--- src/rtl/wiper_pkg.sv ---
package wiper_pkg;

    localparam int POS_W_DEF  = 6;
    localparam int SETTLE_DEF = 4;

    // Source chosen for the next position value, in priority order.
    typedef enum logic [2:0] {
        SRC_HOLD  = 3'd0,
        SRC_WRITE = 3'd1,
        SRC_XFR   = 3'd2,
        SRC_UP    = 3'd3,
        SRC_DN    = 3'd4
    } wiper_src_e;

    typedef struct packed {
        logic wr;
        logic fire;
        logic up;
        logic dn;
    } wiper_req_t;

    function automatic wiper_src_e pick_src(input wiper_req_t r);
        if (r.wr)             return SRC_WRITE;
        if (r.fire)           return SRC_XFR;
        if (r.up && !r.dn)    return SRC_UP;
        if (r.dn && !r.up)    return SRC_DN;
        return SRC_HOLD;
    endfunction

endpackage

--- src/rtl/wiper_settle_timer.sv ---
module wiper_settle_timer
    import wiper_pkg::*;
#(
    parameter int POS_W      = POS_W_DEF,
    parameter int SETTLE_CYC = SETTLE_DEF
) (
    input  logic             clk,
    input  logic             rst,
    input  logic             req,
    input  logic [POS_W-1:0] req_data,
    input  logic             cancel,
    output logic             fire,
    output logic [POS_W-1:0] fire_data,
    output logic             pending
);
    localparam int CNT_W = (SETTLE_CYC < 2) ? 1 : $clog2(SETTLE_CYC);
    localparam logic [CNT_W-1:0] CNT_INIT = CNT_W'(SETTLE_CYC - 1);

    logic [CNT_W-1:0] cnt_q;
    logic [POS_W-1:0] data_q;
    logic             pend_q;

    assign fire      = pend_q && (cnt_q == '0) && !cancel && !req;
    assign fire_data = data_q;
    assign pending   = pend_q;

    always_ff @(posedge clk) begin
        if (rst) begin
            pend_q <= 1'b0;
            cnt_q  <= '0;
            data_q <= '0;
        end else if (cancel) begin
            pend_q <= 1'b0;
            cnt_q  <= '0;
        end else if (req) begin
            pend_q <= 1'b1;
            cnt_q  <= CNT_INIT;
            data_q <= req_data;
        end else if (pend_q) begin
            if (cnt_q == '0) begin
                pend_q <= 1'b0;
            end else begin
                cnt_q <= cnt_q - 1'b1;
            end
        end
    end

    // a cancel drops any pending transfer
    a_r6_cancel_clears: assert property (@(posedge clk) disable iff (rst)
        cancel |=> !pend_q);
    // a request always (re)arms the timer
    a_r5_req_arms: assert property (@(posedge clk) disable iff (rst)
        (req && !cancel) |=> pend_q);

endmodule

--- src/rtl/wiper_counter.sv ---
module wiper_counter
    import wiper_pkg::*;
#(
    parameter int POS_W = POS_W_DEF
) (
    input  logic             clk,
    input  logic             rst,
    input  logic             wr_valid,
    input  logic [POS_W-1:0] wr_data,
    input  logic             fire,
    input  logic [POS_W-1:0] fire_data,
    input  logic             step_up,
    input  logic             step_dn,
    output logic [POS_W-1:0] pos_q,
    output logic [POS_W-1:0] pos_d
);
    localparam logic [POS_W-1:0] POS_MAX = '1;

    wiper_req_t req;
    wiper_src_e src;

    always_comb begin
        req      = '0;
        req.wr   = wr_valid;
        req.fire = fire;
        req.up   = step_up;
        req.dn   = step_dn;
        src      = pick_src(req);
    end

    always_comb begin
        unique case (src)
            SRC_WRITE: pos_d = wr_data;
            SRC_XFR:   pos_d = fire_data;
            SRC_UP:    pos_d = (pos_q == POS_MAX) ? pos_q : pos_q + 1'b1;
            SRC_DN:    pos_d = (pos_q == '0) ? pos_q : pos_q - 1'b1;
            default:   pos_d = pos_q;
        endcase
    end

    always_ff @(posedge clk) begin
        if (rst) pos_q <= '0;
        else     pos_q <= pos_d;
    end

    a_r8_sat_high: assert property (@(posedge clk) disable iff (rst)
        (pos_q == POS_MAX && step_up && !step_dn && !wr_valid && !fire) |=> pos_q == POS_MAX);
    a_r8_sat_low: assert property (@(posedge clk) disable iff (rst)
        (pos_q == '0 && step_dn && !step_up && !wr_valid && !fire) |=> pos_q == '0);
    a_r7_step_up: assert property (@(posedge clk) disable iff (rst)
        (pos_q != POS_MAX && step_up && !step_dn && !wr_valid && !fire)
        |=> pos_q == $past(pos_q) + 1'b1);
    a_r9_both_hold: assert property (@(posedge clk) disable iff (rst)
        (step_up && step_dn && !wr_valid && !fire) |=> $stable(pos_q));
    a_r3_write: assert property (@(posedge clk) disable iff (rst)
        wr_valid |=> pos_q == $past(wr_data));

endmodule

--- src/rtl/wiper_tap_decoder.sv ---
module wiper_tap_decoder
    import wiper_pkg::*;
#(
    parameter int POS_W = POS_W_DEF
) (
    input  logic                  clk,
    input  logic                  rst,
    input  logic [POS_W-1:0]      pos_d,
    output logic [2**POS_W-1:0]   tap_q
);
    localparam int TAPS = 2**POS_W;

    logic [TAPS-1:0] tap_d;

    for (genvar k = 0; k < TAPS; k++) begin : g_tap
        assign tap_d[k] = (pos_d == POS_W'(k));
    end

    always_ff @(posedge clk) begin
        if (rst) tap_q <= TAPS'(1);
        else     tap_q <= tap_d;
    end

    a_r2_onehot: assert property (@(posedge clk) disable iff (rst)
        $onehot(tap_q));

endmodule

--- src/rtl/wiper_tap_unit.sv ---
module wiper_tap_unit
    import wiper_pkg::*;
#(
    parameter int POS_W      = POS_W_DEF,
    parameter int SETTLE_CYC = SETTLE_DEF
) (
    input  logic                clk,
    input  logic                rst,
    input  logic                wr_valid,
    input  logic [POS_W-1:0]    wr_data,
    input  logic                xfr_req,
    input  logic [POS_W-1:0]    xfr_data,
    input  logic                step_up,
    input  logic                step_dn,
    output logic [POS_W-1:0]    wiper_pos,
    output logic [2**POS_W-1:0] tap_en
);
    logic             fire;
    logic [POS_W-1:0] fire_data;
    logic             pending;
    logic [POS_W-1:0] pos_d;

    wiper_settle_timer #(.POS_W(POS_W), .SETTLE_CYC(SETTLE_CYC)) i_timer (
        .clk       (clk),
        .rst       (rst),
        .req       (xfr_req),
        .req_data  (xfr_data),
        .cancel    (wr_valid),
        .fire      (fire),
        .fire_data (fire_data),
        .pending   (pending)
    );

    wiper_counter #(.POS_W(POS_W)) i_counter (
        .clk       (clk),
        .rst       (rst),
        .wr_valid  (wr_valid),
        .wr_data   (wr_data),
        .fire      (fire),
        .fire_data (fire_data),
        .step_up   (step_up),
        .step_dn   (step_dn),
        .pos_q     (wiper_pos),
        .pos_d     (pos_d)
    );

    wiper_tap_decoder #(.POS_W(POS_W)) i_decoder (
        .clk   (clk),
        .rst   (rst),
        .pos_d (pos_d),
        .tap_q (tap_en)
    );

    // reset result
    a_r1_reset_pos: assert property (@(posedge clk)
        rst |=> (wiper_pos == '0 && tap_en[0] && !pending));
    // enabled tap tracks the position register
    a_r2_tap_match: assert property (@(posedge clk) disable iff (rst)
        tap_en[wiper_pos]);
    // a waiting transfer leaves the position alone
    a_r4_hold_pending: assert property (@(posedge clk) disable iff (rst)
        (pending && !fire && !wr_valid && !step_up && !step_dn) |=> $stable(wiper_pos));
    // completing transfer beats a step
    a_r10_fire_wins: assert property (@(posedge clk) disable iff (rst)
        (fire && !wr_valid) |=> wiper_pos == $past(fire_data));

endmodule

--- config.mk ---
export PLATFORM = sky130hd
export DESIGN_NAME = wiper_tap_unit
export DESIGN_NICKNAME = d
export VERILOG_FILES = /design/src/rtl/wiper_pkg.sv /design/src/rtl/wiper_settle_timer.sv /design/src/rtl/wiper_counter.sv /design/src/rtl/wiper_tap_decoder.sv /design/src/rtl/wiper_tap_unit.sv
export SDC_FILE = /design/constraint.sdc
export NUM_CORES = 1
export LEC_CHECK = 0
export BUFFER_PORTS_ARGS = -buffer_cell sky130_fd_sc_hd__buf_4
export CELL_PAD_IN_SITES_DETAIL_PLACEMENT = 0
export CELL_PAD_IN_SITES_GLOBAL_PLACEMENT = 1
export CORE_ASPECT_RATIO = 1.2
export CORE_UTILIZATION = 42
export CTS_CLUSTER_SIZE = 16
export DETAILED_ROUTE_END_ITERATION = 12
export PLACE_DENSITY = 0.81
export SKIP_CTS_REPAIR_TIMING = 1
export SYNTH_ARGS = -nofsm -noshare
export SYNTH_HDL_FRONTEND = slang
export SYNTH_SLANG_ARGS = --single-unit
--- constraint.sdc ---
create_clock -name clk -period 5.41 [get_ports clk]
set_input_delay 0.8115 -clock clk [delete_from_list [all_inputs] [get_ports clk]]
set_output_delay 0.8115 -clock clk [all_outputs]
set_load 0.01 [all_outputs]
==> run_results.csv, run 1 <==
group,metric,value,unit
status,status,"completed",
placed_design,place_area,3680,um^2
detailed_routing,drt-initial-drc-count,91,
clock_network,tritoncts,"done",
yosys,yosysWarningCount,0,
critical_path,ff2ff_path_depth,8,
critical_path,required,5.66,ns
sta,setup_violations,0,
clock_network,cts_max_level,3,
placed_design,dp_hpwl,5250,um
yosys,synth_top_area_share,51.7,%
power,total_power,1.25,mW
sta,tns,0,ns
sta,slew_headroom,39.6,%
clock_network,cts_made_buffers,9,
global_routing,grt_max_degree,21,
clock_network,worstSkewPairLatency,0.35,ns
sta,hold_violations,0,
power,p_leak,1.51,nW
detailed_routing,vias_per_cell,5.22,
yosys,synth.net_count,315,
critical_path,crit_path_end_kind,"flip-flop",
cells_and_area,postLayoutCellArea,3880,um^2
global_routing,antenna_found_initial,0,
placed_design,gp_congestion,0.863,
critical_path,critical_path_peak_fanout,16,
sta,clock.fmax,337,MHz
floorplanning,rows,33,
clock_network,path_clk_slew,0.08,ns
yosys,ys_ff_latch,79,
cells_and_area,diodes,0,
yosys,synth_area,3060,um^2
yosys,synthesis.instances,293,
detailed_routing,wl_per_cell,15.9,um
floorplanning,die_x,79.9,um
yosys,synthArstFlopShare,0,%
sta,final.period_utilization,54.8,%
flow_run,drv_cap,0,
worst_hold_path,holdPathStages,2,
detailed_routing,drt_first_pass_iters,4,
sta,fin_skew,0.0112,ns
floorplanning,dieArea,7640,um^2
detailed_routing,ant_nets,0,
power,pwr_density_cell,322,nW/um^2
detailed_routing,num_vias,2390,
yosys,synth_top_cell_by_area,"dfxtp_1",
clock_network,cts.path.max_buffers,2,
cells_and_area,final_nets,388,
yosys,netlist_top_cells_area,"dfxtp_1, nor3_1, nor3_2",
cells_and_area,fin_util,56.0,%
placed_design,io_buffers,87,
sta,rsz0062_at_grt,"no",
yosys,avgSynthCellArea,10.4,um^2
global_routing,grt_pass1_wl,11600,um
clock_network,cts-root-buf,"clkbuf_8",
worst_hold_path,worstHoldPathType,"flip-flop to flip-flop",
cells_and_area,syn_to_final_growth,26.8,%
sta,worstMarginPinSlew,0.904,ns
floorplanning,die_h,95.5,um
cells_and_area,stdcell_count,458,
global_routing,grt_overflow_total,0,
yosys,synth.distinct_cells,57,
detailed_routing,drc,0,
critical_path,startpoint_type,"flip-flop",
yosys,synth_ff_type,"dfxtp_1",
global_routing,grt_pass1_vias,2235,
power,ir_drop,0.167,mV
placed_design,dp.cells,442,
detailed_routing,finalWirelength,7290,um
cells_and_area,layout-drive-gt1-share,37.7,%
critical_path,worst_ep_arrival_time,3.22,ns
yosys,synth-edff-count,0,
sta,fin_crit,2.96,ns
floorplanning,core_area,6940,um^2
sta,finalMaxSlewViolations,0,
floorplanning,ios,88,
critical_path,worst-setup-path-type,"flip-flop to flip-flop",
floorplanning,start_util,44.1,%
clock_network,clkSinkCount,79,
yosys,synth-seq-area-share,51.7,%
global_routing,grt_usage,20.4,%
[power breakdown]
part	internal (mW)	leakage, nW	switching (mW)	total, mW
registers	0.596	0.640	0.0175	0.613
clock network	0.218	0.102	0.221	0.439
logic	0.0703	0.773	0.129	0.199
total	0.884	1.51	0.367	1.25
[sequential cells by signal, indices dropped and copies added (netlist names)]
| name | count |
|---|---|
| i_timer.cnt_q | 2 |
| i_timer.pending | 1 |
| i_counter.pos_q | 6 |
| i_timer.fire_data | 6 |
| i_decoder.tap_q | 64 |
[kinds of logic (layout without fill, tap and decap cells)]
family / count (synthesis) / in the layout / synth area share [%]
AOI/OAI and AO/OA: 35 / 35 / 10.5
xor gates and xnor gates: 7 / 7 / 2.00
adders and majority gates: 4 / 4 / 1.63
buffers and inverters: 33 / 111 / 5.80
DFF: 79 / 79 / 51.7
muxes: 6 / 6 / 1.96
and+or+nand+nor: 129 / 129 / 26.4
[synthesized netlist by cell type, drive strengths merged, types with 4 or more instances]
| master | n |
|---|---|
| a211oi | 4 |
| a21oi | 6 |
| buf | 19 |
| clkbuf | 7 |
| dfxtp | 79 |
| ha | 4 |
| inv | 7 |
| mux2i | 6 |
| nand2 | 10 |
| nand2b | 4 |
| nand3 | 9 |
| nor2 | 13 |
| nor3 | 71 |
| o21ai | 5 |
| or3 | 4 |
| xnor2 | 5 |
[area by class of cell]
cell class / instances / area (um^2)
timing repair buffer: 88 / 661
multi-input combinational: 181 / 1300
sequential: 79 / 1580
clock inverter: 7 / 80.1
inverter: 7 / 26.3
fill: 634 / 3050
tap: 87 / 109
clock buffer: 9 / 124
[routing by layer]
layer / part of all wire (%) / GRT usage [%]
met5: 0 / 0
met4: 0.96 / 6.70
met3: 6.9 / 6.41
met2: 50 / 33.8
met1: 42 / 24.9
[path summary, 6_finish.rpt]
path | to | slack, ns | from
worst max-delay path | i_decoder.tap_q[22] | 2.45 | i_timer.cnt_q[0]
worst max register to register | i_decoder.tap_q[22] | 2.45 | i_timer.cnt_q[0]
worst min-delay path | i_timer.fire_data[3] | 0.53 | i_timer.fire_data[3]
worst min register to register | i_timer.fire_data[3] | 0.53 | i_timer.fire_data[3]
[cells in the final DEF, fill, tap and decap left out, types with 4 or more instances in the layout]
master | netlist | layout
xnor2_1 | 5 | 5
nand2_1 | 10 | 10
nor3_1 | 52 | 52
a21oi_1 | 5 | 5
mux2i_1 | 6 | 6
nand2b_1 | 4 | 4
buf_4 | 0 | 88
nor2_1 | 13 | 13
clkbuf_8 | 0 | 9
nor3_2 | 19 | 19
inv_1 | 7 | 7
dfxtp_1 | 79 | 79
ha_1 | 4 | 4
nand3_1 | 9 | 9
[through the flow]
stage / setup slack [ns] / hold WS [ns]
floorplan: 2.66 / 0.460
global placement: 2.25 / 0.496
detailed placement: 2.14 / 0.506
CTS: 2.44 / 0.527
global route: 2.13 / 0.563
finish: 2.45 / 0.527
[critical path, stage by stage, from the launching register on]
cell,delay (ns)
dfxtp_1,0.32
inv_1,0.06
ha_1,0.23
and3b_1,0.25
or3_1,0.51
and3_1,0.23
a311oi_2,0.32
nand3_1,0.59
nor3_1,0.36
(Power assumes the default switching activity.)
==> run 2: changes to the inputs <==
--- a/config.mk
+++ b/config.mk
@@ -5,14 +5,15 @@
 export SDC_FILE = /design/constraint.sdc
 export NUM_CORES = 1
 export LEC_CHECK = 0
+export ABC_AREA = 1
 export BUFFER_PORTS_ARGS = -buffer_cell sky130_fd_sc_hd__buf_4
 export CELL_PAD_IN_SITES_DETAIL_PLACEMENT = 0
 export CELL_PAD_IN_SITES_GLOBAL_PLACEMENT = 1
 export CORE_ASPECT_RATIO = 1.2
-export CORE_UTILIZATION = 42
+export CORE_UTILIZATION = 37
 export CTS_CLUSTER_SIZE = 16
 export DETAILED_ROUTE_END_ITERATION = 12
-export PLACE_DENSITY = 0.81
+export PLACE_DENSITY = 0.76
 export SKIP_CTS_REPAIR_TIMING = 1
 export SYNTH_ARGS = -nofsm -noshare
 export SYNTH_HDL_FRONTEND = slang
==> constraint.sdc (replaced) <==
create_clock -name clk -period 2.85 [get_ports clk]
set_input_delay 0.4275 -clock clk [delete_from_list [all_inputs] [get_ports clk]]
set_output_delay 0.4275 -clock clk [all_outputs]
set_load 0.01 [all_outputs]
==> run 2 against run 1 <==
Effect of this change:
- first-iteration DRC count shrank 24%
- largest cell class unchanged
- global-route usage decreased by 2.1 points
- critical path depth up 3
==> run_results.csv, run 2 <==
group,metric,value,unit
yosys,ys_ff_latch,79,
detailed_routing,wl_per_cell,13.1,um
sta,final.period_utilization,75.6,%
global_routing,grt_max_degree,17,
sta,holdWs,0.298,ns
floorplanning,die_h,99.7,um
yosys,synth_top_cell_by_area,"dfxtp_1",
global_routing,grt_overflow_total,0,
yosys,synth_most_common_cell,"nor2_1",
sta,slew_headroom,64.1,%
yosys,synthTopCellsByCount,"nor2_1, dfxtp_1, nand2_1",
status,status,"completed",
cells_and_area,fin_util,49.8,%
yosys,synth.net_count,377,
critical_path,cp-endpoint,"i_decoder.tap_q[24]",
cells_and_area,layout_commonest_cell,"nor2_1",
critical_path,required,3.14,ns
detailed_routing,finalWirelength,7080,um
worst_hold_path,worstHoldPathType,"primary input to flip-flop",
yosys,synth.distinct_cells,26,
yosys,synth_top_area_share,53.7,%
clock_network,path_clk_slew,0.08,ns
sta,finalMaxSlewViolations,0,
sta,fin_crit,2.16,ns
critical_path,cpMaxStageDelayCell,"dfxtp_1",
sta,rsz0062_at_grt,"no",
critical_path,crit_cells,11,
global_routing,grt_usage,18.3,%
floorplanning,ios,88,
global_routing,grt_pass1_vias,2354,
critical_path,worst-setup-path-type,"flip-flop to flip-flop",
critical_path,worst_ep_arrival_time,2.44,ns
flow_run,drv_cap,0,
detailed_routing,drt-initial-drc-count,69,
detailed_routing,drt_first_pass_iters,4,
sta,setup_ws,0.694,ns
yosys,synthesis.instances,355,
power,pwr_density_cell,593,nW/um^2
global_routing,grt_pass1_wl,11700,um
critical_path,rrSetupSlack,0.69,ns
critical_path,timing.critical_path.buf_inv,1,
critical_path,path_cells,"ha_1 > nand2_1 > nor2_4 > nand2_1 > nand2_1 > nand2_1 > nand4_1 > inv_1 > nor2_1 > nand2_1 > nor2_1",
critical_path,cp_top_family,"simple AND/OR/NAND/NOR gates",
clock_network,cts.path.max_buffers,2,
power,p_leak,1.79,nW
critical_path,cp_common_cell,"nand2_1",
yosys,yosysWarningCount,0,
yosys,synth_ff_type,"dfxtp_1",
sta,hold_violations,0,
floorplanning,rows,35,
clock_network,clkSinkCount,79,
sta,setup_violations,0,
clock_network,cts_max_level,3,
yosys,synth-edff-count,0,
detailed_routing,ant_nets,0,
global_routing,antenna_found_initial,0,
cells_and_area,diodes,0,
cells_and_area,largest_register_ffs,64,
floorplanning,core_area,7710,um^2
critical_path,crit_start,"i_counter.pos_q[0]",
cells_and_area,syn_to_final_growth,30.3,%
cells_and_area,final_nets,467,
sta,worstMarginPinSlew,0.538,ns
sta,tns,0,ns
critical_path,crit_path_end_kind,"flip-flop",
power,ir_drop,0.457,mV
clock_network,worstSkewPairLatency,0.35,ns
power,total_power,2.28,mW
placed_design,dp_hpwl,5440,um
detailed_routing,vias_per_cell,4.55,
yosys,avgSynthCellArea,8.30,um^2
placed_design,dpl_worst_slack,0.720,ns
critical_path,ff2ff_path_depth,11,
critical_path,startpoint_type,"flip-flop",
sta,fin_skew,0.00571,ns
critical_path,slowest_delay,0.55,ns
cells_and_area,layout-drive-gt1-share,30.2,%
floorplanning,start_util,38.2,%
critical_path,critical_path_peak_fanout,10,
floorplanning,dieArea,8320,um^2
floorplanning,die_x,83.4,um
critical_path,reg2reg_to,"i_decoder.tap_q[24]",
clock_network,cts_made_buffers,9,
yosys,netlist_top_cells_area,"dfxtp_1, nor2_1, nand2_1",
clock_network,cts-root-buf,"clkbuf_8",
clock_network,tritoncts,"done",
critical_path,r2r_start,"i_counter.pos_q[0]",
placed_design,io_buffers,87,
detailed_routing,num_vias,2465,
detailed_routing,drc,0,
yosys,synthArstFlopShare,0,%
sta,clock.fmax,464,MHz
cells_and_area,layout_common_cells,"nor2_1, buf_4, dfxtp_1",
cells_and_area,regMostFlops,"i_decoder.tap_q",
placed_design,gp_congestion,0.804,
yosys,synth-seq-area-share,53.7,%
yosys,synth_area,2950,um^2
[run 2: how the worst min path moves through the flow]
stage                              start                   end  slack, ns  depth (start not counted)
CTS                          xfr_data[5]  i_timer.fire_data[5]       0.28                          3
global placement    i_timer.fire_data[3]  i_timer.fire_data[3]       0.44                          2
finish                       xfr_data[5]  i_timer.fire_data[5]       0.30                          3
global route                 xfr_data[2]  i_timer.fire_data[2]       0.29                          3
detailed placement  i_timer.fire_data[3]  i_timer.fire_data[3]       0.44                          2
floorplan           i_timer.fire_data[3]  i_timer.fire_data[3]       0.42                          2
[run 2: layer usage]
layer	vias to the layer above	part of all wire (%)	routed length, um	track usage [%]
met5	-	0	0	0
met4	0	1.5	106	6.65
met3	8	4.9	350	4.90
met2	73	52	3680	33.0
met1	1119	42	2940	20.7
li1	1265	-	-	-
[run 2: cells by family (layout without fill, tap and decap cells)]
group,count (synthesis),after routing,synth area share (%)
simple gates,213,213,33.9
flops,79,79,53.7
buf+inv,42,137,7.14
fa+ha+maj,4,4,1.70
compound gates,13,13,2.34
xor+xnor,4,4,1.19
[run 2: where the power goes]
part           switching [mW]  leakage, nW  internal, mW
registers              0.0270        0.640          1.13
logic                   0.182         1.05         0.100
clock network           0.423        0.106         0.415
[run 2: final cells by class]
| class | count | area [um^2] |
|---|---|---|
| fill | 758 | 3870 |
| multi-input combinational | 234 | 1150 |
| timing repair buffer | 87 | 653 |
| clock inverter | 7 | 77.6 |
| tap | 92 | 115 |
| sequential | 79 | 1580 |
| inverter | 34 | 133 |
| clock buffer | 9 | 124 |
[run 2: stage by stage]
stage                     cells  instance area, um^2
after floorplan             355                 2950
after global placement      526                 3640
after detailed placement    526                 3640
after CTS                   542                 3840
after global routing        542                 3840
final                       542                 3840
[run 2: worst min-delay path: stages]
cell	delay, ns
buf_4	0.08
nor2_1	0.03
nor2_1	0.08
==> run 3: changes to the inputs <==
==> constraint.sdc (replaced) <==
create_clock -name clk -period 2.1 [get_ports clk]
set_input_delay 0.315 -clock clk [delete_from_list [all_inputs] [get_ports clk]]
set_output_delay 0.315 -clock clk [all_outputs]
set_load 0.01 [all_outputs]
==> run 3 against run 2 <==
Effect of this change:
- sequential share of layout area shrank 0.72 points
- die area did not move
- clock skew grew 0.0049 ns
- combinational power increased by 46%
- via count up 2.4%
- worst setup slack lost 0.53 ns
- routed wire length down 1.8%
- total power up 36%
- sequential cell count unchanged
- critical path type unchanged
==> run_results.csv, run 3 (synthesized netlist as in run 2, its figures left out) <==
group,metric,value,unit
cells_and_area,layout_common_cells,"buf_4, nor2_1, dfxtp_1",
cells_and_area,stdcell_count,548,
detailed_routing,vias_per_cell,4.61,
detailed_routing,finalWirelength,6950,um
critical_path,required,2.37,ns
status,status,"completed",
placed_design,io_buffers,87,
critical_path,ff2ff_path_depth,11,
sta,final.period_utilization,92.4,%
detailed_routing,highest_layer,"met4",
floorplanning,ios,88,
floorplanning,die_h,99.7,um
detailed_routing,ant_nets,0,
placed_design,dp_hpwl,5420,um
cells_and_area,largest_register_ffs,64,
cells_and_area,syn_to_final_growth,32.7,%
critical_path,r2r_start,"i_counter.pos_q[0]",
detailed_routing,drt-initial-drc-count,70,
critical_path,worst_ep_arrival_time,2.21,ns
critical_path,reg2reg_to,"i_decoder.tap_q[59]",
detailed_routing,wl_met3,306,um
sta,fin_crit,1.94,ns
critical_path,crit_path_end_kind,"flip-flop",
clock_network,cts-root-buf,"clkbuf_8",
clock_network,cts_max_level,3,
worst_hold_path,worstHoldStart,"xfr_data[0]",
clock_network,clkSinkCount,79,
worst_hold_path,holdPathStages,3,
critical_path,worst-setup-path-type,"flip-flop to flip-flop",
cells_and_area,fin_util,50.7,%
floorplanning,core_area,7710,um^2
cells_and_area,diodes,0,
detailed_routing,num_vias,2524,
detailed_routing,wl_per_cell,12.7,um
critical_path,startpoint_type,"flip-flop",
global_routing,grt_pass1_wl,11500,um
clock_network,cts_made_buffers,9,
global_routing,grt_usage,17.6,%
placed_design,dp.cells,532,
global_routing,grt_overflow_total,0,
critical_path,slowest_delay,0.42,ns
power,total_power,3.10,mW
sta,finalMaxSlewViolations,0,
sta,rsz0062_at_grt,"yes",
cells_and_area,layout-drive-gt1-share,32.5,%
sta,worstMarginPinSlew,0.469,ns
critical_path,rrSetupSlack,0.16,ns
global_routing,grt_pass1_vias,2363,
power,ir_drop,0.545,mV
floorplanning,dieArea,8320,um^2
flow_run,drv_cap,0,
placed_design,dpl_worst_slack,0.0373,ns
clock_network,tritoncts,"done",
power,pwr_density_cell,794,nW/um^2
floorplanning,die_x,83.4,um
detailed_routing,route.met2.wl,3560,um
clock_network,cts.path.max_buffers,2,
sta,hold_violations,0,
sta,setup_ws,0.159,ns
clock_network,worstSkewPairLatency,0.34,ns
clock_network,path_clk_slew,0.08,ns
critical_path,cpMaxStageDelayCell,"dfxtp_2",
sta,clock.fmax,515,MHz
sta,fin_skew,0.0106,ns
detailed_routing,drt_first_pass_iters,4,
floorplanning,start_util,38.2,%
cells_and_area,final_nets,473,
cells_and_area,regMostFlops,"i_decoder.tap_q",
global_routing,grt_max_degree,17,
worst_hold_path,worstHoldPathType,"primary input to flip-flop",
placed_design,gp_congestion,0.845,
critical_path,cp_common_cell,"nand2_1",
sta,slew_headroom,68.7,%
floorplanning,rows,35,
detailed_routing,drc,0,
critical_path,path_cells,"ha_1 > nand2_1 > nor2_4 > nand2_1 > nand2_1 > nand3_1 > nand4_2 > inv_1 > nor2_2 > nand2_1 > nor2_1",
critical_path,critical_path_peak_fanout,6,
worst_hold_path,worstHoldEndpoint,"i_timer.fire_data[0]",
power,p_leak,1.82,nW
detailed_routing,met1_length,2990,um
sta,setup_violations,0,
cells_and_area,layout_commonest_cell,"buf_4",
global_routing,antenna_found_initial,0,
[run 3: cell count changes in the layout (fill, tap and decap cells not counted)]
cell / change
buf_4: +6
dfxtp_1: -1
dfxtp_2: +1
inv_1: -1
inv_2: +1
nor2_1: -4
nor2_2: +1
nor2_4: +3
[run 3: stage by stage]
step	area (um^2)	hold WS, ns	setup TNS (ns)
2_1_floorplan	2950	0.387	0
3_3_place_gp	3680	0.448	0
3_5_place_dp	3680	0.454	0
4_1_cts	3880	0.180	0
5_1_grt	3910	0.195	-0.277
6_report	3910	0.196	0
[run 3: final cells by class]
type                            count  area [um^2]
Fill cell                         760         3800
Clock inverter                      7         77.6
Sequential cell                    79         1580
Timing Repair Buffer               93          698
Multi-Input combinational cell    234         1180
Inverter                           34          133
Clock buffer                        9          124
Tap cell                           92          115
[run 3: worst max path at each step]
stage / from / end / slack [ns]
after floorplan: i_counter.pos_q[0] / i_decoder.tap_q[29] / 0.29
after global placement: i_counter.pos_q[0] / i_decoder.tap_q[28] / 0.03
after detailed placement: i_counter.pos_q[0] / i_decoder.tap_q[58] / 0.04
after CTS: i_counter.pos_q[0] / i_decoder.tap_q[58] / 0.01
after global routing: i_counter.pos_q[0] / i_decoder.tap_q[45] / -0.03
final: i_counter.pos_q[0] / i_decoder.tap_q[59] / 0.16
[run 3: per-layer routing]
metal,vias to the layer above,GRT usage [%]
li1,1287,-
met1,1152,20.7
met2,78,31.3
met3,7,4.73
met4,0,5.74
met5,-,0
[run 3: power breakdown]
part / switching [mW] / leakage, nW / internal, mW
Sequential: 0.0319 / 0.640 / 1.53
Clock: 0.561 / 0.106 / 0.564
Combinational: 0.259 / 1.08 / 0.154
Total: 0.852 / 1.82 / 2.25
[run 3: critical path: cells and delay by family (launching register included)]
kind | cells | cell delay (ns)
AND/OR/NAND/NOR | 9 | 1.12
adder cells (fa/ha/maj) | 1 | 0.23
buffers and inverters | 1 | 0.09
flip-flops | 1 | 0.42
